==> config.mk <==
export PLATFORM = sky130hd
export DESIGN_NAME = bridge_pos_decoder
export DESIGN_NICKNAME = d
export VERILOG_FILES = /design/src/rtl/bpd_pkg.sv /design/src/rtl/bpd_regs.sv /design/src/rtl/bpd_io_decode.sv /design/src/rtl/bpd_mem_decode.sv /design/src/rtl/bridge_pos_decoder.sv
export SDC_FILE = /design/constraint.sdc
export NUM_CORES = 1
export LEC_CHECK = 0
export BUFFER_PORTS_ARGS = -buffer_cell sky130_fd_sc_hd__buf_2
export CORE_MARGIN = 4
export CORE_UTILIZATION = 40
export CTS_BUF_LIST = sky130_fd_sc_hd__clkbuf_8
export DETAILED_ROUTE_END_ITERATION = 12
export PLACE_DENSITY_LB_ADDON = 0.12
export SYNTH_ARGS = -nofsm -noshare
export SYNTH_HDL_FRONTEND = slang
export SYNTH_SLANG_ARGS = --single-unit
==> constraint.sdc <==
create_clock -name clk -period 1.6 [get_ports clk]
set_clock_uncertainty 0.05 [all_clocks]
set_input_delay 0.32 -clock clk [delete_from_list [all_inputs] [get_ports clk]]
set_output_delay 0.32 -clock clk [all_outputs]
set_load 0.01 [all_outputs]
==> src/rtl/bpd_pkg.sv <==
package bpd_pkg;

  // Control register layout, LSB first: mode, group enables, disk select, BIOS enables.
  typedef struct packed {
    logic [1:0] rsvd;
    logic       hi_alias_en;
    logic       lo_bios_en;
    logic       disk_sec;
    logic       disk_en;
    logic       intc_en;
    logic       neg_mode;
  } dec_ctrl_t;

  typedef enum logic [1:0] {
    RIDX_CTRL = 2'd0,
    RIDX_HBOT = 2'd1,
    RIDX_HTOP = 2'd2,
    RIDX_TOM  = 2'd3
  } reg_idx_e;

  localparam int          CTRL_W     = 8;
  localparam logic [7:0]  CTRL_WMASK = 8'h3F;

endpackage

==> src/rtl/bpd_regs.sv <==
module bpd_regs
  import bpd_pkg::*;
#(
  parameter int REG_DW = 16,
  parameter int BND_W  = 9
) (
  input  logic              clk,
  input  logic              rst_n,
  input  logic              we,
  input  logic [1:0]        idx,
  input  logic [REG_DW-1:0] wdata,
  output dec_ctrl_t         ctrl,
  output logic [BND_W-1:0]  hole_bot,
  output logic [BND_W-1:0]  hole_top,
  output logic [BND_W-1:0]  tom,
  output logic [REG_DW-1:0] rdata
);

  localparam int CPAD = REG_DW - CTRL_W;
  localparam int BPAD = REG_DW - BND_W;

  reg_idx_e sel;
  assign sel = reg_idx_e'(idx);

  logic wr_ctrl, wr_hbot, wr_htop, wr_tom;
  assign wr_ctrl = we && (sel == RIDX_CTRL);
  assign wr_hbot = we && (sel == RIDX_HBOT);
  assign wr_htop = we && (sel == RIDX_HTOP);
  assign wr_tom  = we && (sel == RIDX_TOM);

  always_ff @(posedge clk or negedge rst_n) begin
    if (!rst_n) begin
      ctrl     <= '0;
      hole_bot <= '0;
      hole_top <= '0;
      tom      <= '0;
    end else begin
      if (wr_ctrl) ctrl     <= dec_ctrl_t'(wdata[CTRL_W-1:0] & CTRL_WMASK);
      if (wr_hbot) hole_bot <= wdata[BND_W-1:0];
      if (wr_htop) hole_top <= wdata[BND_W-1:0];
      if (wr_tom)  tom      <= wdata[BND_W-1:0];
    end
  end

  always_comb begin
    unique case (sel)
      RIDX_CTRL: rdata = {{CPAD{1'b0}}, ctrl};
      RIDX_HBOT: rdata = {{BPAD{1'b0}}, hole_bot};
      RIDX_HTOP: rdata = {{BPAD{1'b0}}, hole_top};
      default:   rdata = {{BPAD{1'b0}}, tom};
    endcase
  end

endmodule

==> src/rtl/bpd_io_decode.sv <==
module bpd_io_decode #(
  parameter int IO_AW = 16
) (
  input  logic [IO_AW-1:0] io_addr,
  input  logic             intc_en,
  input  logic             disk_en,
  input  logic             disk_sec,
  output logic             intc_hit,
  output logic             disk_hit,
  output logic             claim
);

  localparam int NCH = 2;  // 0 primary, 1 secondary

  function automatic logic in_win(input logic [IO_AW-1:0] a,
                                  input logic [IO_AW-1:0] lo,
                                  input logic [IO_AW-1:0] hi);
    return (a >= lo) && (a <= hi);
  endfunction

  localparam logic [IO_AW-1:0] INTC_A_LO = IO_AW'('h020);
  localparam logic [IO_AW-1:0] INTC_A_HI = IO_AW'('h021);
  localparam logic [IO_AW-1:0] INTC_B_LO = IO_AW'('h0A0);
  localparam logic [IO_AW-1:0] INTC_B_HI = IO_AW'('h0A1);

  logic [NCH-1:0] ch_hit;

  for (genvar c = 0; c < NCH; c++) begin : g_chan
    localparam logic [IO_AW-1:0] CMD_LO = (c == 0) ? IO_AW'('h1F0) : IO_AW'('h170);
    localparam logic [IO_AW-1:0] CMD_HI = (c == 0) ? IO_AW'('h1F7) : IO_AW'('h177);
    localparam logic [IO_AW-1:0] AUX_LO = (c == 0) ? IO_AW'('h3F6) : IO_AW'('h376);
    localparam logic [IO_AW-1:0] AUX_HI = (c == 0) ? IO_AW'('h3F7) : IO_AW'('h377);
    assign ch_hit[c] = in_win(io_addr, CMD_LO, CMD_HI) || in_win(io_addr, AUX_LO, AUX_HI);
  end

  assign intc_hit = in_win(io_addr, INTC_A_LO, INTC_A_HI) ||
                    in_win(io_addr, INTC_B_LO, INTC_B_HI);
  assign disk_hit = disk_sec ? ch_hit[1] : ch_hit[0];
  assign claim    = (intc_en && intc_hit) || (disk_en && disk_hit);

endmodule

==> src/rtl/bpd_mem_decode.sv <==
module bpd_mem_decode #(
  parameter int MEM_AW     = 24,
  parameter int GRAN_SHIFT = 16,
  parameter int BND_W      = 9
) (
  input  logic [MEM_AW-1:0] mem_addr,
  input  logic              lo_bios_en,
  input  logic              hi_alias_en,
  input  logic [BND_W-1:0]  hole_bot,
  input  logic [BND_W-1:0]  hole_top,
  input  logic [BND_W-1:0]  tom,
  output logic              lo_hit,
  output logic              hi_hit,
  output logic              in_hole,
  output logic              above_tom,
  output logic              fwd
);

  localparam int ALIAS_SHIFT = 16;  // alias spans the top 64 KB
  localparam logic [MEM_AW-1:0] LO_BASE = MEM_AW'('h0E0000);
  localparam logic [MEM_AW-1:0] LO_LAST = MEM_AW'('h0FFFFF);

  function automatic logic page_in_hole(input logic [BND_W-1:0] p,
                                        input logic [BND_W-1:0] b,
                                        input logic [BND_W-1:0] t);
    return (t > b) && (p >= b) && (p < t);
  endfunction

  logic [BND_W-1:0] page;
  assign page = {1'b0, mem_addr[MEM_AW-1:GRAN_SHIFT]};

  assign lo_hit    = (mem_addr >= LO_BASE) && (mem_addr <= LO_LAST);
  assign hi_hit    = &mem_addr[MEM_AW-1:ALIAS_SHIFT];
  assign in_hole   = page_in_hole(page, hole_bot, hole_top);
  assign above_tom = (page >= tom);
  assign fwd       = (lo_bios_en && lo_hit) ||
                     (hi_alias_en && hi_hit && (in_hole || above_tom));

endmodule

==> src/rtl/bridge_pos_decoder.sv <==
module bridge_pos_decoder
  import bpd_pkg::*;
#(
  parameter int IO_AW      = 16,
  parameter int MEM_AW     = 24,
  parameter int GRAN_SHIFT = 16,
  parameter int REG_DW     = 16
) (
  input  logic              clk,
  input  logic              rst_n,
  input  logic              reg_we,
  input  logic [1:0]        reg_idx,
  input  logic [REG_DW-1:0] reg_wdata,
  output logic [REG_DW-1:0] reg_rdata,
  input  logic              io_req,
  input  logic [IO_AW-1:0]  io_addr,
  output logic              io_claim,
  output logic              io_fallback,
  input  logic              mem_req,
  input  logic [MEM_AW-1:0] mem_addr,
  output logic              mem_fwd,
  output logic              neg_mode
);

  localparam int BND_W = MEM_AW - GRAN_SHIFT + 1;

  dec_ctrl_t        ctrl_q;
  logic [BND_W-1:0] hole_bot_q, hole_top_q, tom_q;

  bpd_regs #(.REG_DW(REG_DW), .BND_W(BND_W)) u_regs (
    .clk      (clk),
    .rst_n    (rst_n),
    .we       (reg_we),
    .idx      (reg_idx),
    .wdata    (reg_wdata),
    .ctrl     (ctrl_q),
    .hole_bot (hole_bot_q),
    .hole_top (hole_top_q),
    .tom      (tom_q),
    .rdata    (reg_rdata)
  );

  // Named internal events, brought out for the checker
  logic intc_hit, disk_hit, io_pos;
  logic lo_hit, hi_hit, in_hole, above_tom, mem_pos;

  bpd_io_decode #(.IO_AW(IO_AW)) u_io (
    .io_addr  (io_addr),
    .intc_en  (ctrl_q.intc_en),
    .disk_en  (ctrl_q.disk_en),
    .disk_sec (ctrl_q.disk_sec),
    .intc_hit (intc_hit),
    .disk_hit (disk_hit),
    .claim    (io_pos)
  );

  bpd_mem_decode #(.MEM_AW(MEM_AW), .GRAN_SHIFT(GRAN_SHIFT), .BND_W(BND_W)) u_mem (
    .mem_addr    (mem_addr),
    .lo_bios_en  (ctrl_q.lo_bios_en),
    .hi_alias_en (ctrl_q.hi_alias_en),
    .hole_bot    (hole_bot_q),
    .hole_top    (hole_top_q),
    .tom         (tom_q),
    .lo_hit      (lo_hit),
    .hi_hit      (hi_hit),
    .in_hole     (in_hole),
    .above_tom   (above_tom),
    .fwd         (mem_pos)
  );

  assign io_claim    = io_req && io_pos;
  assign io_fallback = io_req && !io_pos;
  assign mem_fwd     = mem_req && mem_pos;
  assign neg_mode    = ctrl_q.neg_mode;

endmodule

# --- After elaboration in Yosys (flattened, before gate mapping) ---
# Index checks and enable logic that the tools add are counted.
totals:
  regBits: 33
op_classes:
  n_mux: 2
  eq_ne: 3
  magnitude_cmp: 18
  n_reduce_logical: 30
op_table:
  columns: ["cell", "count"]
  rows:
  - [">= comparator 16 x 10 -> 1 bit (second input constant)", 2]
  - [">= comparator 16 x 9 -> 1 bit (second input constant)", 2]
  - ["<= comparator 16 x 10 -> 1 bit (second input constant)", 2]
  - ["<= comparator 16 x 9 -> 1 bit (second input constant)", 2]
  - ["one-hot mux 9 bit (3 select lines)", 1]
  - [">= comparator 24 x 20 -> 1 bit (second input constant)", 1]
  - ["<= comparator 24 x 20 -> 1 bit (second input constant)", 1]
  - ["logical AND 1 bit", 21]
  - [">= comparator 8 x 9 -> 1 bit", 2]
  - [">= comparator 16 x 6 -> 1 bit (second input constant)", 1]
  - [">= comparator 16 x 8 -> 1 bit (second input constant)", 1]
  - ["<= comparator 16 x 6 -> 1 bit (second input constant)", 1]
  - ["<= comparator 16 x 8 -> 1 bit (second input constant)", 1]
  - ["greater-than comparator 9 bit", 1]
  - ["< comparator 8 x 9 -> 1 bit", 1]
  - ["AND reduction 8 bit", 1]
  - ["logical OR 1 bit", 6]
  - ["equality test 2 bit (second input constant)", 2]
  - ["equality test 2 x 1 -> 1 bit (second input constant)", 1]
  - ["zero test 2 bit", 1]
  - ["zero test 1 bit", 1]
  - ["2-to-1 mux 1 bit", 1]

# --- Longest topological paths before layout ---
logic_depth:
  word_depth: 8
  ltp_mapped: 7
  mapped_depth_nobuf: 7

# --- Cells and area by module ---
# Synthesis repeated with hierarchy kept, for this count alone.
unflattened:
  hier_cells: 227
  hier_area_um2: 2522.4
modules_own_cells:
  columns: ["mod", "instances", "cells_each", "area_each_um2"]
  rows:
  - ["bpd_regs", 1, 97, 1566.5]
  - ["bpd_mem_decode", 1, 115, 833.3]
  - ["bpd_io_decode", 1, 12, 100.1]
  - ["bridge_pos_decoder", 1, 3, 22.5]

# --- Worst setup path before layout ---
# No wires, ideal clock.
synth_path:
  path_type: "reg-to-output"
  startpoint: "register u_regs.hole_bot[3]"
  endpoint: "output mem_fwd"
  path_stages_with_launch: 8
  slack_ns: -0.269
  t_arrival_ns: 1.499
  n_path_buf: 0
  cell_sequence: "dfrtp_1 > inv_1 > ha_1 > nand4_1 > nor4_1 > nor3b_2 > o221ai_1 > o32ai_1"
synth_between:
  elab_chain_len: 7
  elab_cells_between_ends: 8
synth_lines:
  columns: ["element", "line", "text"]
  rows:
  - ["start: declaration", "bpd_regs.sv:13", "output logic [BND_W-1:0] hole_bot,"]
  - ["start signal: assignment", "bpd_regs.sv:39", "if (wr_hbot) hole_bot <= wdata[BND_W-1:0];"]
  - ["greater-than comparator 9 bit or >= comparator 8 x 9 -> 1 bit (tied branches)", "bpd_mem_decode.sv:26", "return (t > b) && (p >= b) && (p < t);"]
  - ["logical AND 1 bit * (2 in series)", "bpd_mem_decode.sv:26", null]
  - ["logical OR 1 bit *", "bpd_mem_decode.sv:37", "(hi_alias_en && hi_hit && (in_hole || above_tom));"]
  - ["logical AND 1 bit *", "bpd_mem_decode.sv:37", null]
  - ["logical OR 1 bit *", "bpd_mem_decode.sv:36", "assign fwd = (lo_bios_en && lo_hit) ||"]
  - ["logical AND 1 bit *", "bridge_pos_decoder.sv:73", "assign mem_fwd = mem_req && mem_pos;"]
  - ["end: declaration", "bridge_pos_decoder.sv:21", "output logic mem_fwd,"]
# Every way passes the cells marked *; elsewhere a longest branch is shown, timed or not.

# --- Worst setup path after layout ---
layout_path:
  startpoint: "register u_regs.hole_top[3]"
  endpoint: "output mem_fwd"
layout_between:
  elab_chain_len: 7
  elab_cells_between_ends: 8
layout_lines:
  columns: ["element", "line", "text"]
  rows:
  - ["start: declaration", "bpd_regs.sv:14", "output logic [BND_W-1:0] hole_top,"]
  - ["start signal: assignment", "bpd_regs.sv:40", "if (wr_htop) hole_top <= wdata[BND_W-1:0];"]
  - ["greater-than comparator 9 bit", "bpd_mem_decode.sv:26", null]
  - ["logical AND 1 bit", "bpd_mem_decode.sv:26", null]
  - ["logical AND 1 bit *", "bpd_mem_decode.sv:26", null]
  - ["logical OR 1 bit *", "bpd_mem_decode.sv:37", null]
  - ["logical AND 1 bit *", "bpd_mem_decode.sv:37", null]
  - ["logical OR 1 bit *", "bpd_mem_decode.sv:36", null]
  - ["logical AND 1 bit *", "bridge_pos_decoder.sv:73", null]
# Marked as above.

==> results.yml <==
timing:
  timing.final.crit_period_ns: 2.266
  hold_ws_ns: 0.2489
  timing.setup.tns_ns: -2.756
  finalMaxSlewViolations: 0
  number_of_hold_slack_violations_in_the_final_timing_report: 0
  post-route-worst-setup-slack_ns: -0.6662
  final-setup-viol-count: 9
  grt_setup_unrepaired: "true"
  period_share_pct: 141.6
  max_freq_mhz: 441.3
place:
  port-buffer-count: 51
  dpl.hpwl_um: 4925
  gpl.final_weighted_congestion: 0.7606
finish:
  ant_cells: 0
  proportion_of_layout_cells_with_a_drive_suffix_above_1_pct: 52.02
  final_common_cell: "buf_2"
  layout.core_utilization_pct: 56.72
  total_number_of_nets_in_the_final_design: 416
  layout.cells.most_common_list: "buf_2, buf_4, mux2_2"
  syn2layout_area_growth_pct: 38.38
synthesis:
  netlist_area_um2: 2412
  synthDominantAreaCellType: "dfrtp_1"
  dominantRegCellSynth: "dfrtp_1"
  yosys_warnings: 0
  synthesis.area_per_instance_um2: 11.07
  synthDominantCellAreaShare_pct: 34.23
  netlist_instances: 218
  synth_seq_cells: 33
  synth.yosys.seq_area_share_pct: 34.23
  yosys.cell_types.count: 40
  ranking_of_synthesized_cells_by_area: "dfrtp_1, ha_1, mux2_2, mux4_2, inv_1"
  synth-async-reset-ratio_pct: 100.0
  synth-edff-count: 0
job:
  max_cap_violations: 0
setup_path:
  max_stage_delay_ns: 0.42
  maximum_fanout_encountered_on_the_critical_timing_path: 3
  worstSetupPathType: "reg -> out"
  critPathRequiredTime_ns: 1.23
  critPathBufInv: 1
  critPathSlowestCell: "dfrtp_1"
  worstSetupEndpointType: "output pin"
  critical_path.cell_chain: "ha_1 > a21oi_1 > nand2_1 > a211o_1 > a21oi_2 > o32ai_2 > buf_2"
  kind_of_cell_adding_the_most_delay_to_the_critical_path: "compound AO/OA/AOI/OAI gates"
  start_kind: "flip-flop"
  worst_ep_arrival_time_ns: 1.90
floorplanning:
  io_pins: 83
  core.rowCount: 28
  floorplan.die.width_um: 85.66
  die_h_um: 85.66
  overall_die_area_um2: 7338
  placeableCoreArea_um2: 5886
  initial_core_util_pct: 40.99
detailed_routing:
  detail_route.wl_per_cell_um: 14.96
  dr.pass1.iters: 4
  routed_via_density: 4.990
  detail-route-antenna-nets: 0
  num_vias: 1976
  post-route-drc-count: 0
  routed_wl_um: 5924
  drt-initial-drc-count: 48
status:
  status: "complete, but fails checks"
  violated_checks: "setup timing"
power:
  vdd_ir_drop_max_mv: 0.5717
  leak_pwr_nw: 1.668
  total_power_mw: 3.184
  p_per_area_nw_per_um2: 953.8
cts:
  clkTransAtPathRegs_ns: 0.07
  htree_num_levels: 2
  cts.path.max_buffers: 2
  clock_sinks: 33
  clk-insertion-delay-late_ns: 0.27
  cts_inserted_buffers: 5
  cts_tree: "built"
  cts_root_buffer: "clkbuf_8"
grt:
  grt_usage_pct: 17.00
  global_route.overflow_total: 0
  number_of_antenna_violations_at_the_first_check_in_global_routing: 0
  wire_length_of_the_first_global_routing_pass_um: 9832
  grt_max_degree: 34
  first_global_vias: 2006
hold_path:
  worst_hold_path_type: "in -> reg"
## power by group
group | switching (mW) | leakage (nW) | total, mW | internal [mW]
Sequential | 0.130 | 0.389 | 1.12 | 0.995
Clock | 0.286 | 0.0485 | 0.621 | 0.335
Combinational | 0.607 | 1.23 | 1.44 | 0.831
## cells in the mapped netlist (2+ instances only)
| master | n |
|---|---|
| dfrtp_1 | 33 |
| mux2_2 | 33 |
| ha_1 | 32 |
| inv_1 | 25 |
| a21oi_1 | 11 |
| buf_4 | 9 |
| nand2_1 | 9 |
| o21ai_0 | 7 |
| mux4_2 | 6 |
| nor2_1 | 5 |
| a21o_1 | 3 |
| a22o_1 | 3 |
| nand2b_1 | 3 |
| nand4_1 | 3 |
| nor4_1 | 3 |
| a211oi_1 | 2 |
| and4_1 | 2 |
| nand3_1 | 2 |
| nor2b_1 | 2 |
| nor3b_2 | 2 |
| nor4b_1 | 2 |
| o211ai_1 | 2 |
| o32ai_1 | 2 |
## through the flow
step	cells	instance area, um^2	setup WS, ns
floorplan	224	2457	-0.1621
global placement	384	3077	-0.4129
detailed placement	384	3077	-0.4611
CTS	394	3273	-0.6711
global route	396	3338	-0.7748
finish	396	3338	-0.6662
## path summary, 6_finish.rpt
kind / end / slack, ns / cells past startpoint / start
worst min-delay path: u_regs.hole_bot[6] / 0.25 / 2 / reg_wdata[6]
worst max register to register: u_regs.tom[0] / 0.52 / 3 / u_regs.tom[0]
max in group asynchronous: u_regs.tom[0] / 0.83 / 3 / rst_n
worst min register to register: u_regs.hole_bot[6] / 0.46 / 1 / u_regs.hole_bot[6]
min in group asynchronous: u_regs.tom[1] / 0.48 / 3 / rst_n
worst max-delay path: mem_fwd / -0.67 / 7 / u_regs.hole_top[3]
## cell families after synthesis
group           count (synthesis)  synth area share, %
compound gates                 36                10.06
xor+xnor                        1               0.3631
fa+ha+maj                      32                16.60
buf+inv                        35                6.898
flops                          33                34.23
mux                            39                21.01
other cells                     1               0.1555
simple gates                   41                10.69
## sequential cells by signal (all words and copies together) (netlist names)
| signal | cells |
|---|---|
| u_regs.hole_bot | 9 |
| u_regs.hole_top | 9 |
| u_regs.tom | 9 |
| u_regs.ctrl | 6 |
## layout make-up
type,instances,area (um^2)
Fill cell,523,2547
Multi-Input combinational cell,156,1506
Sequential cell,33,827.0
Timing Repair Buffer,100,730.7
Inverter,25,93.84
Tap cell,75,93.84
Clock buffer,6,82.58
Clock inverter,1,3.754
## routing by layer
layer,track usage (%),wire [um],vias up
met1,25.44,2928,927
met5,0,0,-
met4,4.604,77,0
met2,25.35,2619,39
met3,2.786,298,8
li1,-,-,1002
## what timing repair did
action	CTS	global route
setup endpoints to repair	12	12
endpoints found under the hold margin	33	0
setup buffers	3	5
hold buffers	1	0
pin swaps	9	4
gates cloned	0	0
resized for setup	22	15
Power figures use the tool's default switching activity.
